## config.mk

```make
export PLATFORM = sky130hd
export DESIGN_NAME = status_intr_ctrl
export DESIGN_NICKNAME = d
export VERILOG_FILES = /design/src/rtl/sic_pkg.sv /design/src/rtl/sic_watchdog.sv /design/src/rtl/sic_status_bank.sv /design/src/rtl/sic_readback.sv /design/src/rtl/status_intr_ctrl.sv
export SDC_FILE = /design/constraint.sdc
export NUM_CORES = 1
export LEC_CHECK = 0
export BUFFER_PORTS_ARGS = -buffer_cell sky130_fd_sc_hd__buf_2
export CORE_MARGIN = 5
export CORE_UTILIZATION = 40
export DETAILED_ROUTE_END_ITERATION = 6
export GPL_TIMING_DRIVEN = 0
export SYNTH_ARGS = -nofsm -noshare
export SYNTH_HDL_FRONTEND = slang
export SYNTH_HIERARCHICAL = 1
export SYNTH_SLANG_ARGS = --single-unit
```

## constraint.sdc

```tcl
create_clock -name clk -period 2.89 [get_ports clk]
set_clock_uncertainty 0.05 [all_clocks]
set_input_delay 0.4335 -clock clk [delete_from_list [all_inputs] [get_ports clk]]
set_output_delay 0.4335 -clock clk [all_outputs]
set_load 0.1 [all_outputs]
```

## src/rtl/sic_pkg.sv

```systemverilog
package sic_pkg;
    localparam int          DW         = 24;
    localparam int          AW         = 5;
    localparam logic [4:0]  ADDR_STAT  = 5'h0F;
    localparam logic [4:0]  ADDR_MASK  = 5'h1A;
    localparam int          BIT_CMD_OK = 0;
    localparam int          BIT_WDOG   = 5;
    localparam logic [23:0] STAT_RST   = 24'h000001;
    localparam logic [23:0] MASK_RST   = 24'h000000;
    localparam logic [23:0] PLAIN_BITS = ~((24'd1 << BIT_CMD_OK) | (24'd1 << BIT_WDOG));

    typedef enum logic [1:0] {
        WD_RUN   = 2'd0,
        WD_FIRED = 2'd1,
        WD_ARMED = 2'd2
    } wd_state_e;
endpackage

```

## src/rtl/sic_watchdog.sv

```systemverilog
module sic_watchdog
    import sic_pkg::*;
#(
    parameter int WD_TIMEOUT = 20_480_000
) (
    input  logic clk,
    input  logic rst_n,
    input  logic data_rd_i,
    input  logic wr_wd_one_i,
    output logic wd_set_o,
    output logic wd_clr_ok_o
);
    localparam int CW = $clog2(WD_TIMEOUT + 1);
    localparam logic [CW-1:0] LAST = CW'(WD_TIMEOUT - 1);

    wd_state_e     state_q, state_d;
    logic [CW-1:0] cnt_q, cnt_d;

    always_ff @(posedge clk or negedge rst_n) begin
        if (!rst_n) begin
            state_q <= WD_RUN;
            cnt_q   <= '0;
        end else begin
            state_q <= state_d;
            cnt_q   <= cnt_d;
        end
    end

    always_comb begin
        state_d = state_q;
        cnt_d   = cnt_q;
        unique case (state_q)
            WD_RUN: begin
                if (data_rd_i) begin
                    cnt_d = '0;
                end else if (cnt_q == LAST) begin
                    cnt_d   = '0;
                    state_d = WD_FIRED;
                end else begin
                    cnt_d = cnt_q + 1'b1;
                end
            end
            WD_FIRED: begin
                if (data_rd_i) state_d = WD_ARMED;
            end
            WD_ARMED: begin
                if (wr_wd_one_i) begin
                    state_d = WD_RUN;
                    cnt_d   = '0;
                end
            end
            default: state_d = WD_RUN;
        endcase
    end

    always_comb begin
        wd_set_o    = (state_q == WD_RUN) && !data_rd_i && (cnt_q == LAST);
        wd_clr_ok_o = (state_q == WD_ARMED);
    end
endmodule

```

## src/rtl/sic_status_bank.sv

```systemverilog
module sic_status_bank
    import sic_pkg::*;
(
    input  logic          clk,
    input  logic          rst_n,
    input  logic          wr_stat_i,
    input  logic          wr_mask_i,
    input  logic [DW-1:0] wdata_i,
    input  logic [DW-1:0] evt_i,
    input  logic          cmd_err_i,
    input  logic          if_init_i,
    input  logic          wd_set_i,
    input  logic          wd_clr_ok_i,
    output logic [DW-1:0] status_o,
    output logic [DW-1:0] mask_o
);
    logic [DW-1:0] stat_q;
    logic [DW-1:0] mask_q;

    for (genvar i = 0; i < DW; i++) begin : g_bit
        if (i == BIT_CMD_OK) begin : g_cmd
            always_ff @(posedge clk or negedge rst_n) begin
                if (!rst_n)         stat_q[i] <= STAT_RST[i];
                else if (cmd_err_i) stat_q[i] <= 1'b0;
                else if (if_init_i) stat_q[i] <= 1'b1;
            end
        end else if (i == BIT_WDOG) begin : g_wd
            always_ff @(posedge clk or negedge rst_n) begin
                if (!rst_n)                                    stat_q[i] <= STAT_RST[i];
                else if (wd_set_i)                             stat_q[i] <= 1'b1;
                else if (wr_stat_i && wdata_i[i] && wd_clr_ok_i) stat_q[i] <= 1'b0;
            end
        end else begin : g_plain
            always_ff @(posedge clk or negedge rst_n) begin
                if (!rst_n)                       stat_q[i] <= STAT_RST[i];
                else if (evt_i[i])                stat_q[i] <= 1'b1;
                else if (wr_stat_i && wdata_i[i]) stat_q[i] <= 1'b0;
            end
        end
    end

    always_ff @(posedge clk or negedge rst_n) begin
        if (!rst_n)         mask_q <= MASK_RST;
        else if (wr_mask_i) mask_q <= wdata_i;
    end

    assign status_o = stat_q;
    assign mask_o   = mask_q;
endmodule

```

## src/rtl/sic_readback.sv

```systemverilog
module sic_readback
    import sic_pkg::*;
(
    input  logic          clk,
    input  logic          rst_n,
    input  logic          rd_i,
    input  logic [AW-1:0] addr_i,
    input  logic [DW-1:0] status_i,
    input  logic [DW-1:0] mask_i,
    output logic [DW-1:0] rdata_o
);
    logic [DW-1:0] sel;

    always_comb begin
        unique case (addr_i)
            ADDR_STAT: sel = status_i;
            ADDR_MASK: sel = mask_i;
            default:   sel = '0;
        endcase
    end

    always_ff @(posedge clk or negedge rst_n) begin
        if (!rst_n)    rdata_o <= '0;
        else if (rd_i) rdata_o <= sel;
    end
endmodule

```

## src/rtl/status_intr_ctrl.sv

```systemverilog
module status_intr_ctrl
    import sic_pkg::*;
#(
    parameter int WD_TIMEOUT = 20_480_000
) (
    input  logic          clk,
    input  logic          rst_n,
    input  logic [AW-1:0] addr_i,
    input  logic          wr_i,
    input  logic          rd_i,
    input  logic [DW-1:0] wdata_i,
    output logic [DW-1:0] rdata_o,
    input  logic [DW-1:0] evt_i,
    input  logic          cmd_err_i,
    input  logic          if_init_i,
    input  logic          data_rd_i,
    output logic          irq_n_o
);
    logic          wr_stat, wr_mask;
    logic          wd_set, wd_clr_ok;
    logic [DW-1:0] status, mask;
    logic [DW-1:0] active;

    assign wr_stat = wr_i && (addr_i == ADDR_STAT);
    assign wr_mask = wr_i && (addr_i == ADDR_MASK);

    sic_watchdog #(.WD_TIMEOUT(WD_TIMEOUT)) u_wd (
        .clk         (clk),
        .rst_n       (rst_n),
        .data_rd_i   (data_rd_i),
        .wr_wd_one_i (wr_stat && wdata_i[BIT_WDOG]),
        .wd_set_o    (wd_set),
        .wd_clr_ok_o (wd_clr_ok)
    );

    sic_status_bank u_bank (
        .clk         (clk),
        .rst_n       (rst_n),
        .wr_stat_i   (wr_stat),
        .wr_mask_i   (wr_mask),
        .wdata_i     (wdata_i),
        .evt_i       (evt_i),
        .cmd_err_i   (cmd_err_i),
        .if_init_i   (if_init_i),
        .wd_set_i    (wd_set),
        .wd_clr_ok_i (wd_clr_ok),
        .status_o    (status),
        .mask_o      (mask)
    );

    sic_readback u_rb (
        .clk      (clk),
        .rst_n    (rst_n),
        .rd_i     (rd_i),
        .addr_i   (addr_i),
        .status_i (status),
        .mask_i   (mask),
        .rdata_o  (rdata_o)
    );

    assign active  = status ^ (DW'(1) << BIT_CMD_OK);
    assign irq_n_o = ~|(active & mask);
endmodule

```

==> metrics <==
Die H between 100 and 150 µm; max-cap viol count 0; Pwr Density approximately 570 nW/µm²; final setup fails 0; slew margin rel. 0.497; R2R Path Start u_wd/cnt_q[0]; post-cts sizing count 0; Crit-path slowest cell buf_2; Worst R2R End u_wd/cnt_q[17]; ant diodes 0; layout cells sized above 1 0.299; Net Sw Frac 0.264; Placed Instance Area 5330 µm²; number of flops mapped to enable cells by yosys 0; run status completed; gr usage total 0.173; type of origin of the critical path register; H-tree levels 3; crit path DAT a little under 2 ns; Area Growth Syn to Fin 19.8%; Setup TNS 0 ns; clock-pin slew on the worst setup and hold paths around 0.070 ns; DP Cell Count approximately 640; Power Internal ~2.4 mW; top_reg_cell synth dfrtp_1; worst hold-check path type input pin to asynchronous set/reset pin; cells after synthesis approximately 400; gr ovfl total 0; Comb pwr share 0.134; first-pass GRT wire length 19.4 mm; vias in the first global route 3,627; CTS buffer count 9; Crit Path Class register to output port; Post-Syn Area ~4700 µm²; met1 WL 5.33 mm; sequential share of power 0.484; Post-CTS Hold Fix Bufs 0; Slew Limit Fails 0; buffer and inverter count on the worst path 1; Starting Density 0.410; f_max ~0.40 GHz; FILL cells 1,072; Leak around 2.6 nW; Post-Route WL roughly 12 mm; Seq/Total Area, Yosys 0.527; WL met3 a little over 600 µm; flop and latch count out of synthesis between 90 and 100; Final Critical Period 2.48 ns; RSZ-0062 raised after global routing no; Via density 5.53; post-CTS setup buffers 0; FFs w/ async S/R, synth 1.00; max incr delay on CP about 0.47 ns; core area 11,500 µm²; synthesized area per cell 11.5 µm²; antenna violations before repair 0; syn nets 471; post-synth cell types 49; area of the multi-input gates a little over 2000 µm²; net switching power ~0.85 mW; PortBufs 82; metal2 WL 5.95 mm; TritonCTS Sinks 99; Top delay family on crit path simple AND/OR/NAND/NOR gates; cell chain of the critical path a22oi_1 > nand4_1 > nor4_4 > buf_2; worst-path maximum fanout 3; row count 39; Vias 3,607; Yosys warning count 6; r2r setup slk ~0.79 ns; Final Instance Area between 5000 and 6000 µm²; top layer reached by signal wires met4; final period utilization 0.857; Clock Tree Root clkbuf_16; Final #Nets 565; I/O Pins 85; Required @ worst endpoint between 2 and 2.5 ns; detailed-route DRC error count 0; CTS tree yes; drt first-iter violations 273; Avg WL per Cell roughly 18 µm; Worst-Skew Late Latency 0.34 ns; Fin. Hold Viols 0; worst reg2reg path depth 7; worst slew pin tran between 0.7 and 0.8 ns; Post-Place Worst Slack roughly 0.11 ns; clock power share 0.382; final setup margin ~0.41 ns; clk buf depth 2; Worst VDD drop approximately 0.63 mV; Seq. cell area 2480 µm²; total power of the final layout about 3.2 mW; Worst Setup End Kind output port; antenna-violating nets left 0; largest net degree at the start of global routing between 50 and 60; drt first pass iters 4; Die Wd 118 µm; gpl congestion between 0.8 and 0.9; HPWL Detailed between 8 and 9 mm; fin cells about 650; Die Area 14,000 µm²
flip-flops by register name, indices dropped and copies added, names as in the netlist:
name             count
u_wd/cnt_q          25
u_bank/mask_o       24
u_bank/status_o     24
u_rb/rdata_o        24
u_wd/state_q         2
layer usage:
layer	global-route usage	vias to the layer above
met5	0	-
met4	0.0418	0
met3	0.0530	10
met2	0.279	81
met1	0.229	1790
li1	-	1726
final cells by class:
type | count | area share
flip-flops and latches | 99 | 0.440
multi-input cells | 283 | 0.363
repair buffers | 83 | 0.0782
clock buffers | 11 | 0.0431
well taps | 143 | 0.0317
plain buffers | 21 | 0.0286
clock inverters | 5 | 0.0109
inverters | 7 | 0.00466
metrics by stage:
stage | hold slack, ns | util
2_1_floorplan | 0.0879 | -
3_3_place_gp | 0.412 | 0.462
3_5_place_dp | 0.421 | 0.465
4_1_cts | 0.0816 | 0.491
5_1_grt | 0.0978 | 0.491
6_report | 0.0546 | 0.491
worst max path at each step:
| stage | endpoint | slack [ns] | start | depth (start not counted) |
|---|---|---|---|---|
| after detailed placement | u_wd/cnt_q[11] | 0.11 | addr_i[3] | 8 |
| after floorplan | irq_n_o | 0.58 | u_bank/status_o[12] | 3 |
| after global routing | u_wd/cnt_q[12] | 0.23 | addr_i[3] | 8 |
| after global placement | u_wd/cnt_q[21] | 0.16 | addr_i[3] | 8 |
| final | irq_n_o | 0.41 | u_bank/status_o[14] | 4 |
| after CTS | irq_n_o | 0.38 | u_bank/status_o[14] | 4 |
synthesized netlist by cell type (6+ instances only):
master   count  area share
buf_2        8      0.0085
nand4_1      6      0.0080
nand3_1     12       0.013
o21ai_0     16       0.017
a21oi_1     12       0.013
nor2b_1     22       0.029
a31oi_1     15       0.020
a22oi_1      8       0.013
nand2_1     47       0.038
a221o_1     25       0.053
mux2_4      20       0.064
inv_1        7      0.0056
nor2_1      10      0.0080
nor3_1       7      0.0074
and3_1       6      0.0080
a21o_1      25       0.040
dfrtp_1     98        0.52
placed cells by master, fill, tap and decap left out, types with 4 or more instances in the layout:
| master | synthesis | final |
|---|---|---|
| mux2_4 | 20 | 20 |
| inv_1 | 7 | 7 |
| nor3_1 | 7 | 7 |
| a21oi_1 | 12 | 12 |
| nor2b_1 | 22 | 22 |
| a21o_1 | 25 | 25 |
| buf_2 | 8 | 89 |
| clkbuf_1 | 3 | 4 |
| mux2_2 | 4 | 4 |
| clkbuf_16 | 0 | 9 |
| nand4_1 | 6 | 6 |
| nand2_1 | 47 | 47 |
| a41oi_1 | 4 | 4 |
| buf_6 | 4 | 4 |
| dfrtp_1 | 98 | 98 |
| a31oi_1 | 15 | 15 |
| nand3_1 | 12 | 12 |
| and2b_1 | 4 | 4 |
| nor2_1 | 10 | 10 |
| and3_1 | 6 | 6 |
| and4_1 | 4 | 4 |
| a22oi_1 | 8 | 8 |
| a221o_1 | 25 | 25 |
| o21ai_0 | 16 | 16 |
cell families after synthesis:
| group | count (synthesis) | synth area share |
|---|---|---|
| AND/OR/NAND/NOR | 139 | 0.166 |
| multiplexers | 25 | 0.0756 |
| buffers and inverters | 28 | 0.0399 |
| flip-flops | 99 | 0.527 |
| AO/OA/AOI/OAI | 118 | 0.189 |
| adder cells (fa/ha/maj) | 1 | 0.00266 |
power by group through the flow:
stage | Clock, mW | Sequential, mW | Combinational [mW]
after global placement | 0 | 1.58 | 0.423
final | 1.23 | 1.56 | 0.430
after CTS | 1.26 | 1.56 | 0.436
after floorplan | 0 | 1.62 | 0.224
after global routing | 1.32 | 1.57 | 0.466
after detailed placement | 0 | 1.58 | 0.433
Note: power is estimated with default switching activity, not from simulation.
